<file path="config.mk">
export PLATFORM = sky130hd
export DESIGN_NAME = phase_clk_gen
export DESIGN_NICKNAME = d
export VERILOG_FILES = /design/src/rtl/phase_clk_pkg.sv /design/src/rtl/pdc_ref_div.sv /design/src/rtl/pdc_field_reg.sv /design/src/rtl/pdc_tap.sv /design/src/rtl/phase_clk_gen.sv
export SDC_FILE = /design/constraint.sdc
export NUM_CORES = 1
export LEC_CHECK = 0
export ABC_AREA = 1
export BUFFER_PORTS_ARGS = -buffer_cell sky130_fd_sc_hd__buf_4
export CAP_MARGIN = 25
export CELL_PAD_IN_SITES_DETAIL_PLACEMENT = 0
export CELL_PAD_IN_SITES_GLOBAL_PLACEMENT = 1
export CORE_MARGIN = 2
export CORE_UTILIZATION = 46
export CTS_CLUSTER_SIZE = 28
export DETAILED_ROUTE_END_ITERATION = 6
export GPL_ROUTABILITY_DRIVEN = 0
export PLACE_DENSITY_LB_ADDON = 0.1
export REMOVE_ABC_BUFFERS = 1
export SLEW_MARGIN = 15
export SYNTH_ARGS = -nofsm -noshare
export SYNTH_HDL_FRONTEND = slang
export SYNTH_SLANG_ARGS = --single-unit
</file>
<file path="constraint.sdc">
create_clock -name clk -period 23.8 [get_ports clk]
set_clock_uncertainty 0.2 [all_clocks]
set_input_delay 2.38 -clock clk [delete_from_list [all_inputs] [get_ports clk]]
set_output_delay 2.38 -clock clk [all_outputs]
set_load 0.05 [all_outputs]
</file>
<file path="src/rtl/phase_clk_pkg.sv">
// Shared types and arithmetic for the phase-delayed clock pair generator.
// Assumes divide ratios of at least 2 reach round_step.
package phase_clk_pkg;

    // Selects which delay field a write updates.
    typedef enum logic {
        FIELD_OUT = 1'b0,
        FIELD_SMP = 1'b1
    } field_sel_e;

    // Degrees per fast-clock step: 360/n rounded half up, by restoring division.
    function automatic logic [8:0] round_step(input logic [7:0] n);
        logic [9:0] num;
        logic [9:0] rem;
        logic [9:0] quo;
        num = 10'd360 + {3'b000, n[7:1]};
        rem = '0;
        quo = '0;
        for (int i = 9; i >= 0; i--) begin
            rem = {rem[8:0], num[i]};
            if (rem >= {2'b00, n}) begin
                rem    = rem - {2'b00, n};
                quo[i] = 1'b1;
            end
        end
        return 9'(quo);
    endfunction

endpackage

</file>
<file path="src/rtl/pdc_ref_div.sv">
// Reference divider: counts fast-clock cycles modulo the active ratio and
// produces the divided reference, its next value and a short history of it.
// Assumes HD >= 1. The ratio input is clamped to a minimum of 2 and is
// reloaded only at period boundaries and during reset.
module pdc_ref_div #(
    parameter int RW = 5,
    parameter int HD = 2
) (
    input  logic          clk,
    input  logic          rst_n,
    input  logic [RW-1:0] ratio_in,
    output logic [RW-1:0] ratio_q,
    output logic [RW-1:0] ratio_nxt,
    output logic          wrap,
    output logic          at_start,
    output logic          div_q,
    output logic          div_nxt,
    output logic [HD-1:0] hist_q
);
    localparam logic [RW-1:0] MIN_RATIO = RW'(2);

    logic [RW-1:0] cnt_q;
    logic [RW-1:0] cnt_nxt;
    logic [RW-1:0] ratio_eff;

    // Clamp the requested ratio to the smallest usable divide.
    always_comb ratio_eff = (ratio_in < MIN_RATIO) ? MIN_RATIO : ratio_in;

    // Next-state logic for counter, ratio and reference level.
    always_comb begin
        wrap      = (cnt_q == ratio_q - RW'(1));
        ratio_nxt = wrap ? ratio_eff : ratio_q;
        cnt_nxt   = wrap ? '0 : cnt_q + RW'(1);
        div_nxt   = (cnt_nxt < (ratio_nxt >> 1));
        at_start  = (cnt_q == '0);
    end

    // Register counter, active ratio and reference clock.
    always_ff @(posedge clk) begin
        if (!rst_n) begin
            cnt_q   <= '0;
            ratio_q <= ratio_eff;
            div_q   <= 1'b1;
        end else begin
            cnt_q   <= cnt_nxt;
            ratio_q <= ratio_nxt;
            div_q   <= div_nxt;
        end
    end

    // History of past reference levels, one stage per cycle of delay.
    always_ff @(posedge clk) begin
        if (!rst_n) begin
            hist_q <= '0;
        end else begin
            hist_q[0] <= div_q;
            for (int k = 1; k < HD; k++) begin
                hist_q[k] <= hist_q[k-1];
            end
        end
    end


    cnt_range_chk: assert property (@(posedge clk) disable iff (!rst_n)
        cnt_q < ratio_q);


    ratio_hold_chk: assert property (@(posedge clk) disable iff (!rst_n)
        !at_start |-> $stable(ratio_q));


    ratio_floor_chk: assert property (@(posedge clk) disable iff (!rst_n)
        ratio_q >= MIN_RATIO);

endmodule

</file>
<file path="src/rtl/pdc_field_reg.sv">
// Phase word holding two 4-bit delay fields at fixed bit offsets.
// A write replaces the whole field chosen by the select input. Only the
// low DW bits of each field are passed on as delays.
// Assumes the two fields do not overlap and both fit in AW bits.
module pdc_field_reg
    import phase_clk_pkg::*;
#(
    parameter int AW      = 32,
    parameter int FW      = 4,
    parameter int DW      = 2,
    parameter int OUT_LSB = 8,
    parameter int SMP_LSB = 20
) (
    input  logic          clk,
    input  logic          rst_n,
    input  logic          wr_en,
    input  field_sel_e    wr_sel,
    input  logic [FW-1:0] wr_val,
    output logic [DW-1:0] dly_out,
    output logic [DW-1:0] dly_smp,
    output logic [AW-1:0] word
);
    logic [FW-1:0] fld_out_q;
    logic [FW-1:0] fld_smp_q;

    // Replace the selected field on a write.
    always_ff @(posedge clk) begin
        if (!rst_n) begin
            fld_out_q <= '0;
            fld_smp_q <= '0;
        end else if (wr_en) begin
            if (wr_sel == FIELD_OUT) fld_out_q <= wr_val;
            else                     fld_smp_q <= wr_val;
        end
    end

    // Assemble the phase word; all bits outside the fields read zero.
    always_comb begin
        word                   = '0;
        word[OUT_LSB +: FW]    = fld_out_q;
        word[SMP_LSB +: FW]    = fld_smp_q;
    end

    // Expose the delay bits of each field.
    always_comb begin
        dly_out = word[OUT_LSB +: DW];
        dly_smp = word[SMP_LSB +: DW];
    end


    fld_write_chk: assert property (@(posedge clk) disable iff (!rst_n)
        (wr_en && wr_sel == FIELD_OUT) |=> (word[OUT_LSB +: FW] == $past(wr_val)));


    fld_hold_chk: assert property (@(posedge clk) disable iff (!rst_n)
        !wr_en |=> $stable(word));

endmodule

</file>
<file path="src/rtl/pdc_tap.sv">
// One phase-delayed clock: loads its delay from a field at each period start,
// clamps it below the ratio, and picks the matching tap of the reference
// history. Tap 0 is the inverted reference; tap k (k >= 1) is the reference
// k cycles late. Assumes the taps are supplied as next-cycle values.
module pdc_tap #(
    parameter int RW = 5,
    parameter int DW = 2,
    localparam int MAX_D = (1 << DW) - 1
) (
    input  logic           clk,
    input  logic           rst_n,
    input  logic [DW-1:0]  dly_field,
    input  logic           wrap,
    input  logic           at_start,
    input  logic [RW-1:0]  ratio_nxt,
    input  logic [RW-1:0]  ratio_q,
    input  logic           div_q,
    input  logic [MAX_D:0] taps,
    output logic           clk_o
);
    logic [RW-1:0] lim;
    logic [DW-1:0] dly_clamp;
    logic [DW-1:0] act_q;
    logic [DW-1:0] act_nxt;

    // Clamp the requested delay to one cycle less than the coming ratio.
    always_comb begin
        lim       = ratio_nxt - RW'(1);
        dly_clamp = (RW'(dly_field) > lim) ? lim[DW-1:0] : dly_field;
        act_nxt   = wrap ? dly_clamp : act_q;
    end

    // Hold the active delay and register the selected tap.
    always_ff @(posedge clk) begin
        if (!rst_n) begin
            act_q <= '0;
            clk_o <= 1'b0;
        end else begin
            act_q <= act_nxt;
            clk_o <= taps[act_nxt];
        end
    end


    act_hold_chk: assert property (@(posedge clk) disable iff (!rst_n)
        !at_start |-> $stable(act_q));


    act_limit_chk: assert property (@(posedge clk) disable iff (!rst_n)
        RW'(act_q) < ratio_q);


    invert_chk: assert property (@(posedge clk) disable iff (!rst_n)
        (act_q == '0) |-> (clk_o != div_q));


    one_cycle_chk: assert property (@(posedge clk) disable iff (!rst_n)
        (act_q == DW'(1)) |-> (clk_o == $past(div_q)));

endmodule

</file>
<file path="src/rtl/phase_clk_gen.sv">
// Top of the phase-delayed clock pair generator. Instantiates the reference
// divider, the phase word and one tap per derived clock, and reports the
// phase step for the active ratio. Assumes DW >= 2 and RW <= 8.
module phase_clk_gen
    import phase_clk_pkg::*;
#(
    parameter int RW      = 5,
    parameter int FW      = 4,
    parameter int DW      = 2,
    parameter int AW      = 32,
    parameter int OUT_LSB = 8,
    parameter int SMP_LSB = 20
) (
    input  logic          clk,
    input  logic          rst_n,
    input  logic [RW-1:0] ratio_in,
    input  logic          wr_en,
    input  logic          wr_sel,
    input  logic [FW-1:0] wr_val,
    output logic [AW-1:0] phase_word,
    output logic          ref_clk,
    output logic          out_clk,
    output logic          smp_clk,
    output logic [8:0]    step_deg
);
    localparam int MAX_D = (1 << DW) - 1;
    localparam int HD    = MAX_D - 1;
    localparam int NCLK  = 2;

    logic [RW-1:0]  ratio_q;
    logic [RW-1:0]  ratio_nxt;
    logic           wrap;
    logic           at_start;
    logic           div_q;
    logic           div_nxt;
    logic [HD-1:0]  hist_q;
    logic [MAX_D:0] taps;
    logic [DW-1:0]  dly [NCLK];
    logic [NCLK-1:0] clk_pair;

    pdc_ref_div #(.RW(RW), .HD(HD)) u_div (
        .clk       (clk),
        .rst_n     (rst_n),
        .ratio_in  (ratio_in),
        .ratio_q   (ratio_q),
        .ratio_nxt (ratio_nxt),
        .wrap      (wrap),
        .at_start  (at_start),
        .div_q     (div_q),
        .div_nxt   (div_nxt),
        .hist_q    (hist_q)
    );

    pdc_field_reg #(
        .AW(AW), .FW(FW), .DW(DW), .OUT_LSB(OUT_LSB), .SMP_LSB(SMP_LSB)
    ) u_fields (
        .clk     (clk),
        .rst_n   (rst_n),
        .wr_en   (wr_en),
        .wr_sel  (field_sel_e'(wr_sel)),
        .wr_val  (wr_val),
        .dly_out (dly[0]),
        .dly_smp (dly[1]),
        .word    (phase_word)
    );

    // Tap vector: inverted next reference, current reference, then history.
    always_comb begin
        taps[0] = ~div_nxt;
        taps[1] = div_q;
    end

    for (genvar k = 2; k <= MAX_D; k++) begin : g_hist_tap
        assign taps[k] = hist_q[k-2];
    end

    for (genvar g = 0; g < NCLK; g++) begin : g_tap
        pdc_tap #(.RW(RW), .DW(DW)) u_tap (
            .clk       (clk),
            .rst_n     (rst_n),
            .dly_field (dly[g]),
            .wrap      (wrap),
            .at_start  (at_start),
            .ratio_nxt (ratio_nxt),
            .ratio_q   (ratio_q),
            .div_q     (div_q),
            .taps      (taps),
            .clk_o     (clk_pair[g])
        );
    end

    // Drive the clock outputs and the phase step for the active ratio.
    always_comb begin
        ref_clk  = div_q;
        out_clk  = clk_pair[0];
        smp_clk  = clk_pair[1];
        step_deg = round_step(8'(ratio_q));
    end

    logic [15:0] step_prod;
    logic [15:0] step_bound;
    always_comb begin
        step_prod  = 16'(step_deg) * 16'(ratio_q);
        step_bound = 16'd360 + 16'(ratio_q >> 1);
    end


    step_round_chk: assert property (@(posedge clk) disable iff (!rst_n)
        (step_prod <= step_bound) && (step_prod + 16'(ratio_q) > step_bound));

endmodule

</file>
Word-level counts from Yosys, hierarchy flattened --
Cells that the tools add are included. W data, S select, Z words.
Storage, ports and cells: output and inout port bits 44, input port bits 13, register bits 27
Operators by class: equal/unequal tests 1, magnitude comparators 16, reductions and logical operators 2, bitwise gates (word level) 2, $add $sub $neg 13, muxes and demuxes 30
Operators by type and width (count):
- $ge A10 B5 Y1 | 9
- $mux W9 | 9
- $sub A9 B5 Y9 | 8
- $mux W5 | 4
- $mux W1 | 11
- $add A9 B4 Y10 const A | 1
- $gt A2 B5 Y1 | 2
- $sub A5 B1 Y5 const B | 2
- $mux W2 | 4
- $lt A2 B3 Y1 const B | 2
- $sub A1 B5 Y6 | 1
- $add A5 B1 Y5 const B | 1
- $eq A5 B5 Y1 | 1
- $ge A1 B5 Y1 | 1
- $lt A5 B2 Y1 const B | 1
- $lt A5 B4 Y1 | 1
- $bmux W1 S2 | 2
- $reduce_and A2 Y1 | 2
- $not A1 Y1 | 2

Depth between registers and ports, before layout --
depth after elaboration 21, mapped depth 102

Modules after synthesis --
A second synthesis with hierarchy kept.
Unflattened totals: cell total of the unflattened synthesis 852, area, all modules 5363.9 um^2
By module, submodules not included:
- phase_clk_gen | sequential area each 0.0 um^2, area an instance 3256.9 um^2, cells each 530, times used 1
- pdc_ref_div | sequential area each 260.2 um^2, area an instance 873.3 um^2, cells each 136, times used 1
- pdc_tap | sequential area each 60.1 um^2, area an instance 346.6 um^2, cells each 56, times used 2
- pdc_field_reg | sequential area each 160.2 um^2, area an instance 540.5 um^2, cells each 74, times used 1

Worst setup path before layout --
OpenSTA, ideal clock, no wires.
path type register to output, start register u_div.ratio_q[1], end output step_deg[0], data required time 21220 ps, setup slack 6603 ps, path buffers 2, arrival time 14617 ps, cell stages (with the launch flop) 97, cells stage by stage dfxtp_1 -> inv_1 -> ha_1 -> nand2_2 -> nor2_1 -> ha_1 -> inv_1 -> nand2_4 -> inv_1 -> nor2_1 -> ha_1 -> inv_1 -> o21bai_1 -> nand2_1 -> nand2_2 -> nand2_4 -> nand3_4 -> inv_1 -> [... 61 more ...] -> nand3_1 -> and2_1 -> nor2_1 -> nor2_1 -> nand3_2 -> nor2_4 -> nand3_4 -> nand2_1 -> o21ai_1 -> ha_1 -> a21boi_0 -> o21a_1 -> o21ai_0 -> nand2_1 -> a21oi_1 -> o21ai_0 -> a21oi_1 -> nand3_1
On the way: longest elaborated chain between the ends 21, elaborated cells on any way between the ends 30, those cells by class add/sub: 10; order compare: 10; mux: 10
Ends and longest elaborated chain:
- start: declaration | line pdc_ref_div.sv:12 | output logic [RW-1:0] ratio_q,
- start signal: assignment | line pdc_ref_div.sv:42 | ratio_q <= ratio_eff;
- start signal: assignment | line pdc_ref_div.sv:46 | ratio_q <= ratio_nxt;
- $add A9 B4 Y10 | line phase_clk_pkg.sv:16 | num = 10'd360 + {3'b000, n[7:1]};
- $sub A1 B5 Y6 / $ge A1 B5 Y1 (equally long branches) | line phase_clk_pkg.sv:22, phase_clk_pkg.sv:21
- $mux W9 | line phase_clk_pkg.sv:21 | if (rem >= {2'b00, n}) begin
- $sub A9 B5 Y9 / $ge A10 B5 Y1 (equally long branches) | line phase_clk_pkg.sv:22, phase_clk_pkg.sv:21
- $mux W9 | line phase_clk_pkg.sv:21
- $sub A9 B5 Y9 / $ge A10 B5 Y1 (equally long branches) | line phase_clk_pkg.sv:22, phase_clk_pkg.sv:21
- $mux W9 | line phase_clk_pkg.sv:21
- $sub A9 B5 Y9 / $ge A10 B5 Y1 (equally long branches) | line phase_clk_pkg.sv:22, phase_clk_pkg.sv:21
- [... 5 more ...]
- $sub A9 B5 Y9 / $ge A10 B5 Y1 (equally long branches) | line phase_clk_pkg.sv:22, phase_clk_pkg.sv:21
- $mux W9 | line phase_clk_pkg.sv:21
- $sub A9 B5 Y9 / $ge A10 B5 Y1 (equally long branches) | line phase_clk_pkg.sv:22, phase_clk_pkg.sv:21
- $mux W9 | line phase_clk_pkg.sv:21
- $sub A9 B5 Y9 / $ge A10 B5 Y1 (equally long branches) | line phase_clk_pkg.sv:22, phase_clk_pkg.sv:21
- $mux W9 | line phase_clk_pkg.sv:21
- $ge A10 B5 Y1 (*) | line phase_clk_pkg.sv:21
- $mux W1 (*) | line phase_clk_pkg.sv:21
- end: declaration | line phase_clk_gen.sv:24 | output logic [8:0] step_deg
Mark *: on every way between the ends. The rest lies on a longest branch, timed or not.

Final worst setup path --
start register u_div.ratio_q[0], end output step_deg[0]
On the way: longest elaborated chain between the ends 20, elaborated cells on any way between the ends 29, those cells by class add/sub: 9; order compare: 10; mux: 10
Ends and longest elaborated chain (line):
- $sub A1 B5 Y6 / $ge A1 B5 Y1 (equally long branches) | phase_clk_pkg.sv:22, phase_clk_pkg.sv:21
- $mux W9 | phase_clk_pkg.sv:21
- $sub A9 B5 Y9 / $ge A10 B5 Y1 (equally long branches) | phase_clk_pkg.sv:22, phase_clk_pkg.sv:21
- $mux W9 | phase_clk_pkg.sv:21
- $sub A9 B5 Y9 / $ge A10 B5 Y1 (equally long branches) | phase_clk_pkg.sv:22, phase_clk_pkg.sv:21
- $mux W9 | phase_clk_pkg.sv:21
- $sub A9 B5 Y9 / $ge A10 B5 Y1 (equally long branches) | phase_clk_pkg.sv:22, phase_clk_pkg.sv:21
- $mux W9 | phase_clk_pkg.sv:21
- [... 4 more ...]
- $sub A9 B5 Y9 / $ge A10 B5 Y1 (equally long branches) | phase_clk_pkg.sv:22, phase_clk_pkg.sv:21
- $mux W9 | phase_clk_pkg.sv:21
- $sub A9 B5 Y9 / $ge A10 B5 Y1 (equally long branches) | phase_clk_pkg.sv:22, phase_clk_pkg.sv:21
- $mux W9 | phase_clk_pkg.sv:21
- $sub A9 B5 Y9 / $ge A10 B5 Y1 (equally long branches) | phase_clk_pkg.sv:22, phase_clk_pkg.sv:21
- $mux W9 | phase_clk_pkg.sv:21
- $ge A10 B5 Y1 (*) | phase_clk_pkg.sv:21
- $mux W1 (*) | phase_clk_pkg.sv:21
Marks and branches as above.

==> impl_results.md <==
* CP Class: reg -> out
* Max-cap violation count at 0
* Final setup viols at 0
* N_diodes at 0
* Count of final hold-check violations at 0
* Worst relative slew slack at 0.5217
* Post-synthesis mux area share at 0
* CTS resizes at 0
* CTS Buf Count at 3
* First-iteration detailed-routing DRC count at just over 200
* CP required at between 20,000 and 25,000 ps
* Synth cell types at 47
* Post-route DRC at 0
* Die area at ~12,000 um2
* Final Max Tran Viols at 0
* Fin crit share at 0.7801
* Post-route minimum period at ~19,000 ps
* Synth Cell Area at 4910 um2
* Compound-Gate Fraction of Synth Area at 0.1348
* Maximum clock frequency at between 50 and 60 MHz
* CTS tree: done
* Top cell type's share of synthesized area at 0.1325
* Drt total wl at 10,990 um
* Post-CTS Setup Bufs at 0
* Finished Layout Cells at 928
* Vias per std cell at between 5 and 6
* WHS at 242.3 ps
* Area Overhead vs Synth at 6.524%
* Startpoint class of the critical path: flip-flop
* CP max stage delay at between 700 and 800 ps
* Worst Tran Pin Value at roughly 700 ps
* Global-route wire length before repair at 19,530 um
* Post-synthesis adder-cell area fraction at 0.1611
* Hold/Removal Path Class: reg -> reg
* Post-CTS Hold Fix Bufs at 0
* IO Pins at 57
* Mapped Avg Cell Area at 6.426 um2
* Worst Setup End Kind: primary output
* CTS clock-pin slew for the worst setup and hold paths at approximately 100 ps
* # H-tree levels at 1
* Clock Path Buffers at 2
* Top delay family on crit path: simple AND/OR/NAND/NOR gates
* DP HPWL at between 9000 and 10,000 um
* Row Count at 37
* Die width at 107.3 um
* Via Count at around 4,700
* Initial antenna violation count at 0
* Top post-synthesis cells by count: nand2_1, inv_1, nor2_1
* DR pass1 iterations at 4
* Clk sinks at 27
* Simple-Gate Fraction of Synth Area at 0.3965
* Largest family of logic cells by synthesized area: simple AND/OR/NAND/NOR gates
* Status: complete, no violations
* Most numerous cell in the Yosys netlist: nand2_1
* CP max-delay cell: dfxtp_1
* CP Data Arrival Time at 15,990 ps
* Ranking of synthesized cells by area: ha_1, nand2_1, dfxtp_1
* Crit path max fanout at 14
* Cell count after synthesis at approximately 760
* #FFs+latches synth at 27
* Yosys Warn Count at 0
* Prevailing post-synth register cell: dfxtp_1
* PortBufs at 32
* Post-synthesis async set-or-reset flop share at 0
* Largest net degree at the start of global routing at 19
* Buffers and inverters on the worst path at 10
* Vias in the first global route at around 4,400
* Vert. Die Dim at 107.3 um
* Dpl cells at 924
* Latest clock arrival within the worst-skew pair at 280 ps
* GRT Resource Usage Total at 0.1999
* Core Region at 10,320 um2
* Synth Area in XOR/XNOR at 0.05708
* Post-layout nets at between 800 and 900
* Crit path top cell by count: nand2_1
* Routed WL per cell at about 12 um
* Detail Route Antenna Nets at 0
* Fin Setup TNS at 0 ps
* Area leader, netlist: ha_1
* EDFF count, synth at 0
* RSZ-0062 raised after global routing: false
* Clock root cell: clkbuf_8
* GR Overflow Total at 0
* Sequential fraction of the synthesis area at 0.1101
* Initial Util at 0.4756
* Layout cells sized above 1 at 0.1629
==> cells in the final DEF (no fill, tap or decap), drive strengths merged, types with 11 or more instances in the layout <==
master / count
dfxtp: 27
nand3: 70
ha: 52
nand4: 17
buf: 32
xor2: 21
xnor2: 11
nand2: 180
a21oi: 38
o21ai: 67
nor2: 83
conb: 24
inv: 117
==> flip-flops by register name, indices dropped and copies added, names as in the netlist <==
register            cells
u_div.cnt_q             5
u_div.ratio_q           5
g_tap.u_tap.act_q       4
u_fields.fld_out_q      4
u_fields.fld_smp_q      4
g_tap.u_tap.clk_o       2
u_div.hist_q            2
u_div.div_q             1
==> final timing paths <==
path                          end  slack [ps]              from  cells past startpoint
max                   step_deg[0]        5230  u_div.ratio_q[0]                     98
min               u_div.hist_q[1]         240   u_div.hist_q[0]                      2
max reg2reg  g_tap[0].u_tap.clk_o       18190  u_div.ratio_q[0]                     20
min reg2reg       u_div.hist_q[1]         240   u_div.hist_q[0]                      2
==> worst register-to-register path: cells and delay by family (launching register included) <==
family | cells | cell delay [ps]
buf+inv | 3 | 900
flops | 1 | 730
compound gates | 9 | 1800
fa+ha+maj | 3 | 1120
simple gates | 5 | 750
==> kinds of logic after synthesis <==
family / Yosys count
XOR/XNOR: 32
AO/OA/AOI/OAI: 121
buffers and inverters: 152
AND/OR/NAND/NOR: 372
flip-flops: 27
adder cells (fa/ha/maj): 59
other: 1
==> final cells by class <==
cell class,count,area [um2]
Tap cell,136,170.2
Fill cell,1081,5094
Clock inverter,1,7.507
Inverter,121,460.4
Multi-Input combinational cell,608,3770
Timing Repair Buffer,32,240.2
Sequential cell,27,540.5
Clock buffer,3,41.29
==> routing by layer <==
metal  global-route usage  wire length (um)
met5                    0                 0
met3             0.008475               311
met1               0.2806              5585
met2               0.3499              5039
met4              0.02226                54
==> stage by stage <==
stage	cell area, um2	setup WS, ps	util
after floorplan	4771	6295	-
after global placement	5181	5753	0.5019
after detailed placement	5181	5473	0.5019
after CTS	5230	5095	0.5066
after global routing	5230	3380	0.5066
final	5230	5233	0.5066
Power is left out: the tool's default activity adds up to more than one toggle a clock period on the data nets, which glitch-free logic cannot reach.
